--- config.mk ---
export PLATFORM = sky130hd
export DESIGN_NAME = fifo_status_select
export DESIGN_NICKNAME = d
export VERILOG_FILES = /design/src/rtl/fss_pkg.sv /design/src/rtl/fss_calc.sv /design/src/rtl/fss_hold_ram.sv /design/src/rtl/fss_ovf_fsm.sv /design/src/rtl/fifo_status_select.sv
export SDC_FILE = /design/constraint.sdc
export NUM_CORES = 1
export LEC_CHECK = 0
export CORE_MARGIN = 5
export CORE_UTILIZATION = 40
export DETAILED_ROUTE_END_ITERATION = 12
export DONT_BUFFER_PORTS = 1
export HOLD_SLACK_MARGIN = 0.15
export PLACE_DENSITY = 0.51
export SETUP_SLACK_MARGIN = 0.3
export SLEW_MARGIN = 20
export SYNTH_ARGS = -nofsm -noshare
export SYNTH_HDL_FRONTEND = slang
export SYNTH_HIERARCHICAL = 1
export SYNTH_SLANG_ARGS = --single-unit
--- constraint.sdc ---
create_clock -name clk -period 2.85 [get_ports clk]
set_input_delay 0.285 -clock clk [delete_from_list [all_inputs] [get_ports clk]]
set_output_delay 0.285 -clock clk [all_outputs]
set_load 0.01 [all_outputs]
--- src/rtl/fss_pkg.sv ---
package fss_pkg;
    typedef enum logic [1:0] {
        ST_STARVE = 2'b00,
        ST_HUNGRY = 2'b01,
        ST_SATIS  = 2'b10,
        ST_RSVD   = 2'b11
    } fifo_stat_e;

    typedef enum logic {
        OVF_IDLE,
        OVF_FORCED
    } ovf_state_e;
endpackage

--- src/rtl/fss_calc.sv ---
module fss_calc
    import fss_pkg::*;
#(
    parameter int NUM_PORTS = 4,
    parameter int PORT_W    = 8,
    parameter int LEVEL_W   = 8
) (
    input  logic                           shared_i,
    input  logic [PORT_W-1:0]              port_i,
    input  logic [NUM_PORTS*LEVEL_W-1:0]   fill_vec_i,
    input  logic [LEVEL_W-1:0]             shared_fill_i,
    input  logic [NUM_PORTS*LEVEL_W-1:0]   ae_vec_i,
    input  logic [NUM_PORTS*LEVEL_W-1:0]   af_vec_i,
    output logic [1:0]                     stat_o
);
    fifo_stat_e per_stat [NUM_PORTS];

    for (genvar p = 0; p < NUM_PORTS; p++) begin : g_port
        logic [LEVEL_W-1:0] lvl;
        logic [LEVEL_W-1:0] ae;
        logic [LEVEL_W-1:0] af;
        assign lvl = shared_i ? shared_fill_i : fill_vec_i[p*LEVEL_W +: LEVEL_W];
        assign ae  = ae_vec_i[p*LEVEL_W +: LEVEL_W];
        assign af  = af_vec_i[p*LEVEL_W +: LEVEL_W];
        always_comb begin
            if (lvl <= ae)      per_stat[p] = ST_STARVE;
            else if (lvl >= af) per_stat[p] = ST_SATIS;
            else                per_stat[p] = ST_HUNGRY;
        end
    end

    always_comb begin
        stat_o = ST_SATIS;
        for (int p = 0; p < NUM_PORTS; p++) begin
            if (port_i == PORT_W'(p)) stat_o = per_stat[p];
        end
    end
endmodule

--- src/rtl/fss_hold_ram.sv ---
module fss_hold_ram
    import fss_pkg::*;
#(
    parameter int PORT_W = 8
) (
    input  logic              clk,
    input  logic              rst_n,
    input  logic              wr_en,
    input  logic [PORT_W-1:0] wr_addr,
    input  logic [1:0]        wr_data,
    input  logic              rd_en,
    input  logic [PORT_W-1:0] rd_addr,
    output logic [1:0]        rd_data
);
    localparam int DEPTH = 1 << PORT_W;

    logic [1:0] mem [DEPTH];

    always_ff @(posedge clk) begin
        if (!rst_n) begin
            for (int i = 0; i < DEPTH; i++) mem[i] <= ST_SATIS;
            rd_data <= ST_SATIS;
        end else begin
            if (rd_en) rd_data <= mem[rd_addr];
            if (wr_en) mem[wr_addr] <= wr_data;
        end
    end
endmodule

--- src/rtl/fss_ovf_fsm.sv ---
module fss_ovf_fsm
    import fss_pkg::*;
(
    input  logic clk,
    input  logic rst_n,
    input  logic ovf_a_i,
    input  logic ovf_b_i,
    input  logic clr_i,
    output logic forced_o
);
    ovf_state_e state_q, state_d;

    always_ff @(posedge clk) begin
        if (!rst_n) state_q <= OVF_IDLE;
        else        state_q <= state_d;
    end

    always_comb begin
        state_d  = state_q;
        forced_o = 1'b0;
        unique case (state_q)
            OVF_IDLE: begin
                if (ovf_a_i || ovf_b_i) state_d = OVF_FORCED;
            end
            OVF_FORCED: begin
                forced_o = 1'b1;
                if (clr_i && !ovf_a_i && !ovf_b_i) state_d = OVF_IDLE;
            end
            default: state_d = OVF_IDLE;
        endcase
    end
endmodule

--- src/rtl/fifo_status_select.sv ---
module fifo_status_select
    import fss_pkg::*;
#(
    parameter int NUM_PORTS = 4,
    parameter int PORT_W    = 8,
    parameter int LEVEL_W   = 8
) (
    input  logic                         clk,
    input  logic                         rst_n,
    input  logic                         shared_mode_i,
    input  logic                         user_src_i,
    input  logic                         req_i,
    input  logic [PORT_W-1:0]            req_port_i,
    input  logic [NUM_PORTS*LEVEL_W-1:0] fill_lvl_i,
    input  logic [LEVEL_W-1:0]           shared_fill_i,
    input  logic [NUM_PORTS*LEVEL_W-1:0] ae_thr_i,
    input  logic [NUM_PORTS*LEVEL_W-1:0] af_thr_i,
    input  logic                         ext_wr_vld_i,
    input  logic [PORT_W-1:0]            ext_wr_addr_i,
    input  logic [1:0]                   ext_wr_stat_i,
    input  logic                         ovf_cdc_i,
    input  logic                         ovf_buf_i,
    input  logic                         ovf_clr_i,
    output logic                         stat_vld_o,
    output logic [1:0]                   stat_o
);
    logic [1:0] calc_stat;
    logic [1:0] hold_stat;
    logic       ovf_forced;
    logic       use_hold;

    logic       vld_q;
    logic       use_hold_q;
    logic       force_q;
    logic [1:0] calc_q;

    assign use_hold = shared_mode_i & user_src_i;

    fss_calc #(
        .NUM_PORTS (NUM_PORTS),
        .PORT_W    (PORT_W),
        .LEVEL_W   (LEVEL_W)
    ) u_calc (
        .shared_i      (shared_mode_i),
        .port_i        (req_port_i),
        .fill_vec_i    (fill_lvl_i),
        .shared_fill_i (shared_fill_i),
        .ae_vec_i      (ae_thr_i),
        .af_vec_i      (af_thr_i),
        .stat_o        (calc_stat)
    );

    fss_hold_ram #(
        .PORT_W (PORT_W)
    ) u_hold (
        .clk     (clk),
        .rst_n   (rst_n),
        .wr_en   (ext_wr_vld_i),
        .wr_addr (ext_wr_addr_i),
        .wr_data (ext_wr_stat_i),
        .rd_en   (req_i),
        .rd_addr (req_port_i),
        .rd_data (hold_stat)
    );

    fss_ovf_fsm u_ovf (
        .clk      (clk),
        .rst_n    (rst_n),
        .ovf_a_i  (ovf_cdc_i),
        .ovf_b_i  (ovf_buf_i),
        .clr_i    (ovf_clr_i),
        .forced_o (ovf_forced)
    );

    always_ff @(posedge clk) begin
        if (!rst_n) begin
            vld_q      <= 1'b0;
            use_hold_q <= 1'b0;
            force_q    <= 1'b0;
            calc_q     <= ST_SATIS;
        end else begin
            vld_q <= req_i;
            if (req_i) begin
                use_hold_q <= use_hold;
                force_q    <= ovf_forced;
                calc_q     <= calc_stat;
            end
        end
    end

    always_comb begin
        if (force_q)         stat_o = ST_SATIS;
        else if (use_hold_q) stat_o = hold_stat;
        else                 stat_o = calc_q;
    end

    assign stat_vld_o = vld_q;
endmodule

; ---- Yosys cells after proc, flatten, opt, wreduce, memory -nomap -nowiden
; Memories as Yosys holds them, arrays and structs flattened. A register that Yosys moved wholly into a read port is not among the register bits.
; Cells that the tools add are included.
[op_classes]
reduce_logical = 8
eq_ne = 3
order_cmp = 8
n_bitwise = 2
n_mux = 29
[op_table]
columns = cell, count
row1 = 2-to-1 mux 8 bit, 5
row2 = greater-or-equal comparator 8 bit, 4
row3 = <= comparator 8 bit, 4
row4 = 2-to-1 mux 2 bit, 15
row5 = == test 8 x 2 -> 1 bit (second input constant), 2
row6 = == test 8 x 1 -> 1 bit (second input constant), 1
row7 = zero test 8 bit, 1
row8 = 2-to-1 mux 1 bit, 8
row9 = zero test 1 bit, 3
row10 = logical AND 1 bit, 2
row11 = case mux 1 bit (2 select lines), 1
row12 = OR reduction 2 bit, 1
row13 = bitwise AND 1 bit, 1
row14 = logical OR 1 bit, 1
row15 = NOT 1 bit, 1
[word_totals]
output_inout_bits = 3
in_bits = 131
ff_bits = 6
n_memories = 1
word_cells = 56
ram_bits = 512
[memory_table]
columns = name, words, word_bits, read_ports, rd_clocked_by_memory_dff, wr, line_no
row1 = u_hold.mem, 256, 2, 1, 1, 256, fss_hold_ram.sv:17  ; logic [1:0] mem [DEPTH];

; ---- Logic depth before layout (Yosys ltp)
; Gate-level depths: netlist of the first run.
[depth]
ltp_word = 8
depth_mapped = 12
mapped_depth_nobuf = 11

; ---- Cells and area by module
; Netlist of the first run, hierarchy kept.
[modules_own_cells]
columns = mod, seq_area_each_um2, n_inst, cells_each, area_per_inst_um2
row1 = fss_hold_ram, 15414.8, 1, 2004, 24599.8
row2 = fss_calc, 0.0, 1, 289, 1980.6
row3 = fifo_status_select, 100.1, 1, 20, 206.4
row4 = fss_ovf_fsm, 20.0, 1, 3, 35.0

; ---- Worst setup path before layout of the first run
; Ideal clock, no wire load.
[synth_path]
kind = input to register
from = in shared_mode_i
to = reg calc_q[0]
setup_ps = 116
stages = 12
t_arrival_ps = 2468
slack_ps = 266
required_ps = 2734
n_path_buf = 2
cell_sequence = clkbuf_1 clkbuf_1 o21ai_0 ha_1 nor2b_1 o211ai_1 a21oi_1 a2111o_1 a32oi_1 o211ai_1 mux2i_1 nor2b_1
[synth_between]
elab_chain_len = 8
word_cells_on_any_way = 24
classes_between = order compare (8) / mux (16)
[synth_lines]
columns = item, line_no
row1 = "start, declared", fifo_status_select.sv:10  ; input logic shared_mode_i,
row2 = 2-to-1 mux 8 bit, fss_calc.sv:22  ; assign lvl = shared_i ? shared_fill_i : fill_vec_i[p*LEVEL_W +: LEVEL_W];
row3 = greater-or-equal comparator 8 bit, fss_calc.sv:27  ; else if (lvl >= af) per_stat[p] = ST_SATIS;
row4 = 2-to-1 mux 2 bit, fss_calc.sv:27
row5 = 2-to-1 mux 2 bit, fss_calc.sv:26  ; if (lvl <= ae) per_stat[p] = ST_STARVE;
row6 = 2-to-1 mux 2 bit (3 in series), fss_calc.sv:35  ; if (port_i == PORT_W'(p)) stat_o = per_stat[p];
row7 = 2-to-1 mux 2 bit *, fss_calc.sv:35
row8 = via calc_stat[0], fifo_status_select.sv:27  ; logic [1:0] calc_stat;
row9 = "end signal, assigned", fifo_status_select.sv:86  ; calc_q <= calc_stat;
row10 = "end, declared", fifo_status_select.sv:35  ; logic [1:0] calc_q;
; Mark *: on every way through the listed nets, which the timed path passes. The rest lies on a longest branch.
; A chain may end at the register's enable or synchronous reset.

==> results.toml, run 1 <==
[run_status]
status = "completed"

[cts]
htreeDepth = 2
post_cts_buffers = 0
cts_root_buf = "clkbuf_16"
numCtsBuffers = 56
cts_sinks = 520
cts_tree = "built"
cts_buffer_depth = 3
clkLatencyLatePin_ns = 0.64
clk_pin_slew_worst_paths_ns = 0.06

[synthesis]
synth_top_area_share_pct = 57.32
synth_largest_area_cell = "edfxtp_1"
ys_async_sr_fraction_pct = 0
syn_nets = 2511
synth_cell_types = 69
syn_avg_cell_area_um2 = 11.58
yosys-top-cells-area = "edfxtp_1, mux4_2, o21ai_0, nand2_1, nor2_1"
ys_ff_latch = 520
synth_area_um2 = 26820
ys_dominant_reg_cell = "edfxtp_1"
synth_cells = 2316
synth-edff-count = 512
ys_seq_area_share_pct = 57.92
yosysWarningCount = 6

[timing]
fin_crit_sh_pct = 85.37
finalWorstSetupSlack_ns = 0.4169
finalClockSkew_ns = 0.02028
relSlewSlack_pct = 35.85
fmax_mhz = 411.0
hold_viol = 0
tightest_slew_ns = 0.9623
setup_violations = 0
rsz0062_at_grt = "no"
drv_slew = 0
min_period_ns = 2.433

[floorplan]
fp.dieArea_um2 = 72330
io_pins = 134
start_util_pct = 40.15
num_rows = 95
core_area_um2 = 66800
chipWidth_um = 269.0
die_h_um = 269.0

[drt]
via_per_inst = 6.121
first_iter_violations = 2295
drc = 0
ant_nets = 0
routed_wirelength_um = 95580
via_count = 20107
wl_per_cell_um = 29.10
firstDrtPassIters = 6

[pwr]
p_leak_nw = 10.58
power_switching_mw = 4.141
swShare_pct = 23.39
p_seq_share_pct = 50.1
irDropWorstVdd_v = 0.0003999
p_per_area_nw_per_um2 = 577.2
pwr-share-comb_pct = 9.2
pwr-share-clk_pct = 40.7
intPower_mw = 13.56

[setup_path]
critPathArrivalTime_ns = 2.92
critical_path_class = "reg2reg"
critPathSlowestCell = "dlygate4sd3_1"
reg2reg_to = "u_hold/rd_data[1]"
cp.required_ns = 3.34
ff2ff_path_depth = 7
critical_path.cell_chain = "mux4_2, mux2_2, nand2_1, o2111ai_1, a21oi_1, dlygate4sd3_1, o32ai_1"
r2r_setup_slack_ns = 0.42
cp.depth = 7
start_kind = "flop"
crit_buf_inv = 1
r2r-start = "u_hold/mem[77][1]"
cp-end-kind = "flop"
path_delay_family = "multiplexers"
worstPathMaxFanout = 1
slowest_delay_ns = 0.57

[global_routing]
grt_max_degree = 185
grt_pass1_vias = 20106
grt_remaining_overflow = 0
grt_pass1_wl_um = 138100
antenna_found_initial = 3
gr-usage-all-layers_pct = 26.13

[worst_hold_path]
min_to = "u_hold/mem[247][1]"
min_path_cells = 2
hold_start = "ext_wr_addr_i[0]"
hold_path.class = "in2reg"

[cells_and_area]
seq_area_um2 = 15530
fin_nets = 2561
area_growth_pct = 14.35
mostFrequentLayoutCell = "edfxtp_1"
fillCellCount = 6059
layout-drive-gt1-share_pct = 12.40
multi_input_area_um2 = 10020
layout.cells.non_filler = 3285
most-common-layout-cells = "edfxtp_1, o21ai_0, nand2_1, nor2_1, buf_4"

[placement]
hpwl_um = 57270
numPortBuffers = 0
post-place-ws_ns = -0.07925
dp_cells = 3080
gp_congestion = 0.8761

[job]
cap_violations = 0
-- area by class of cell --
class / count / area share (%)
clock inverter: 28 / 0.8689
tap: 873 / 3.561
timing repair buffer: 210 / 6.217
inverter: 94 / 1.150
antenna: 1 / 0.008159
multi-input combinational: 1484 / 32.68
clock buffer: 75 / 4.871
sequential: 520 / 50.65
-- per-stage QoR --
step	hold slack [ns]	cell area (µm²)	setup TNS, ns	power, mW	utilization, %
finish	0.1754	30670	0	17.70	45.92
global route	0.1677	30670	0	18.26	45.91
CTS	0.1506	30660	0	17.76	45.90
detailed placement	0.4064	27840	-0.07925	10.43	41.67
global placement	0.4111	27840	-0.03675	10.39	41.67
floorplan	0.3469	26820	0	10.10	-
-- worst reg2reg max path: stages (launching register included) --
cell and delay, ns:
edfxtp_1 0.38, mux4_2 0.47, mux2_2 0.29, nand2_1 0.16, o2111ai_1 0.17, a21oi_1 0.16
dlygate4sd3_1 0.57, o32ai_1 0.08
-- per-layer routing --
layer | up-vias | part of all wire, % | track usage [%]
met2 | 1050 | 47 | 43.40
met5 | - | 0 | 0
met4 | 0 | 3.3 | 7.465
met1 | 10230 | 39 | 35.02
met3 | 170 | 10 | 5.493
li1 | 8657 | - | -
-- power groups by stage --
stage	Sequential (mW)	Clock, mW	Combinational (mW)
5_1_grt	8.91	7.62	1.73
3_3_place_gp	9.02	0	1.37
3_5_place_dp	9.03	0	1.39
4_1_cts	8.87	7.29	1.60
2_1_floorplan	8.98	0	1.12
6_report	8.87	7.21	1.62
-- worst max-delay path by stage --
stage	end	slack (ns)	start
2_1_floorplan	calc_q[1]	0.35	shared_mode_i
3_3_place_gp	u_hold/rd_data[0]	-0.04	req_port_i[1]
3_5_place_dp	u_hold/rd_data[0]	-0.08	req_port_i[1]
5_1_grt	u_hold/rd_data[1]	0.32	u_hold/mem[29][1]
6_report	u_hold/rd_data[1]	0.42	u_hold/mem[77][1]
4_1_cts	u_hold/rd_data[0]	0.33	u_hold/mem[221][0]
-- synth_stat cells (all sizes together), types with 3 or more instances --
cell and count:
a22oi 11, nand2b 15, or2 6, o311ai 4, o221ai 15, o22ai 11, ha 64, mux4 98
nor4 6, and2 4, o211ai 8, buf 31, mux2 5, o21a 3, a21o 5, edfxtp 512
nand4 22, nor3 22, a211oi 11, and3 72, a31oi 5, dfxtp 8, mux2i 81, nand2 283
inv 94, nor2 252, o31a 3, a2111oi 6, o21ai 291, a21oi 34, clkbuf 187, nor2b 19
nand3 38, or3 62
-- state kept, by name, indices dropped and copies added, names as in the netlist --
signal,cells
u_hold/mem,512
calc_q,2
u_hold/rd_data,2
force_q,1
stat_vld_o,1
u_ovf/state_q,1
use_hold_q,1
-- logic make-up (layout without fill, tap and decap cells) --
group,after synthesis,after routing,synth area share [%]
other,0,1,0
multiplexers,184,184,11.46
AO/OA/AOI/OAI,428,428,9.167
buffers and inverters,312,407,4.739
flip-flops,520,520,57.92
AND/OR/NAND/NOR,808,808,13.73
adder cells (fa/ha/maj),64,64,2.985
-- what timing repair did --
action,4_1_cts,5_1_grt
gates resized for setup,0,2
hold buffers,101,0
endpoints found under the hold margin,952,0
setup endpoints to repair,0,1
Power figures use the tool's default switching activity.
==> inputs of run 2 (changes only) <==
ABC_AREA = 1   (was not set)
==> results.toml, run 2 <==
[setup_path]
worstPathMaxFanout = 24
critPathArrivalTime_ns = 2.81
cp-end-kind = "flop"
r2r_setup_slack_ns = 0.59
cp.required_ns = 3.18
start_kind = "input pin"
critical_path_class = "in2reg"

[drt]
firstDrtPassIters = 5
ant_nets = 0
via_per_inst = 5.421
first_iter_violations = 1974
wl_per_cell_um = 20.20
via_count = 24095
routed_wirelength_um = 89800
drc = 0

[cells_and_area]
largest_reg_flops = 512
layout-drive-gt1-share_pct = 5.706
fin_nets = 3653
most-common-layout-cells = "nand2_1, nand3_1, edfxtp_1, nor2_1, inv_1"
mostFrequentLayoutCell = "nand2_1"
area_growth_pct = 14.29
largestRegisters = "u_hold/mem x512, calc_q x2, u_hold/rd_data x2"
n_antenna_cell = 0
fillCellCount = 6819
top_register = "u_hold/mem"

[placement]
numPortBuffers = 0
gp_congestion = 0.8946
hpwl_um = 54740

[timing]
finalClockSkew_ns = 0.01676
setup_tns_ns = 0
setup_violations = 0
drv_slew = 0
finalHoldWorstSlack_ns = 0.1937
rsz0062_at_grt = "yes"
relSlewSlack_pct = 49.60
tightest_slew_ns = 0.7560
min_period_ns = 2.481
fmax_mhz = 403.0
hold_viol = 0
fin_crit_sh_pct = 87.07

[pwr]
irDropWorstVdd_v = 0.0004563
pwr-share-comb_pct = 10.6
intPower_mw = 13.16
power_switching_mw = 4.393
pwr-share-clk_pct = 38.9
p_seq_share_pct = 50.5
p_per_area_nw_per_um2 = 539.7
p_leak_nw = 12.63
swShare_pct = 25.03

[global_routing]
gr-usage-all-layers_pct = 22.66
grt_pass1_wl_um = 136200
antenna_found_initial = 0
grt_remaining_overflow = 0
grt_max_degree = 260
grt_pass1_vias = 23918

[floorplan]
fp.dieArea_um2 = 76570
die_h_um = 276.7
io_pins = 134
start_util_pct = 40.49
chipWidth_um = 276.7
num_rows = 97
core_area_um2 = 70270

[worst_hold_path]
hold_path.class = "in2reg"

[synthesis]
synth_area_um2 = 28460
yosys-top-cells-area = "edfxtp_1, nand2_1, nand3_1, nor2_1, ha_1"
synth_largest_area_cell = "edfxtp_1"
synth_top_area_share_pct = 54.03
synth_common_cells = "nand2_1, nand3_1, edfxtp_1"
ys_seq_area_share_pct = 54.59
synth_cell_types = 31
synth_cells = 3421
ys_async_sr_fraction_pct = 0
ys_dominant_reg_cell = "edfxtp_1"
ys_ff_latch = 520
synth-edff-count = 512
yosysWarningCount = 6
synth_most_common_cell = "nand2_1"
syn_avg_cell_area_um2 = 8.318
syn_nets = 3616

[cts]
cts_sinks = 520
cts_root_buf = "clkbuf_16"
clkLatencyLatePin_ns = 0.64
cts_buffer_depth = 3
numCtsBuffers = 58
htreeDepth = 2
clk_pin_slew_worst_paths_ns = 0.06
cts_tree = "built"

[run_status]
status = "completed"

[job]
cap_violations = 0
run 2: power groups by stage:
stage	sequential [mW]	clock, mW	combinational (mW)
detailed placement	9.03	0	1.61
finish	8.87	6.83	1.86
global route	8.90	7.32	2.05
CTS	8.87	7.00	1.84
floorplan	8.99	0	1.29
global placement	9.02	0	1.57
run 2: critical path, stage by stage:
cell and delay [ns]:
dlygate4sd3_1 0.57, nor2_1 0.16, inv_2 0.09, nor2_1 0.27, inv_1 0.20, nor2_2 0.13, buf_6 0.29, nand2_1 0.12
nand2_1 0.09, dlygate4sd3_1 0.61
run 2: kinds of logic after synthesis:
kind of cell	Yosys count	share of synthesized area (%)
DFF	520	54.59
adders and majority gates	64	2.814
AOI/OAI and AO/OA	61	1.161
buffers and inverters	487	7.589
and+or+nand+nor	2289	33.84
run 2: routing by layer:
layer	vias to the layer above	global-route usage, %	share of wire [%]
li1	11366	-	-
met1	11730	28.68	40
met2	825	39.57	49
met3	174	3.692	6.8
met4	0	7.887	3.7
met5	-	0	0
run 2: layout make-up:
cell class | instances | area (µm²) | area share [%]
Sequential cell | 520 | 15530 | 47.76
Clock inverter | 28 | 160.2 | 0.4924
Clock buffer | 79 | 1530 | 4.705
Timing Repair Buffer | 239 | 2436 | 7.490
Inverter | 225 | 877.1 | 2.697
Multi-Input combinational cell | 2414 | 10810 | 33.23
Tap cell | 940 | 1176 | 3.616
run 2: what timing repair did:
action	4_1_cts	5_1_grt
setup buffers	0	4
endpoints found under the setup margin	0	88
gates resized for setup	0	15
hold buffers	169	0
hold endpoints to repair	675	0
run 2: worst paths after layout:
check,start,end,cells past startpoint
max reg2reg,u_hold/mem[79][0],u_hold/rd_data[0],13
max,ext_wr_addr_i[0],u_hold/mem[220][1],10
min reg2reg,u_ovf/state_q,force_q,2
min,req_port_i[1],calc_q[0],5
run 2: metrics by stage:
step | std cells | setup WS [ns] | util, % | total power [mW] | instance area, µm²
finish | 4445 | 0.3686 | 46.28 | 17.55 | 32520
global route | 4445 | 0.2752 | 46.28 | 18.27 | 32520
CTS | 4441 | 0.3078 | 46.17 | 17.72 | 32440
detailed placement | 4165 | 0.3867 | 41.33 | 10.64 | 29040
global placement | 4165 | 0.4608 | 41.33 | 10.59 | 29040
floorplan | 3421 | 0.8834 | - | 10.28 | 28460
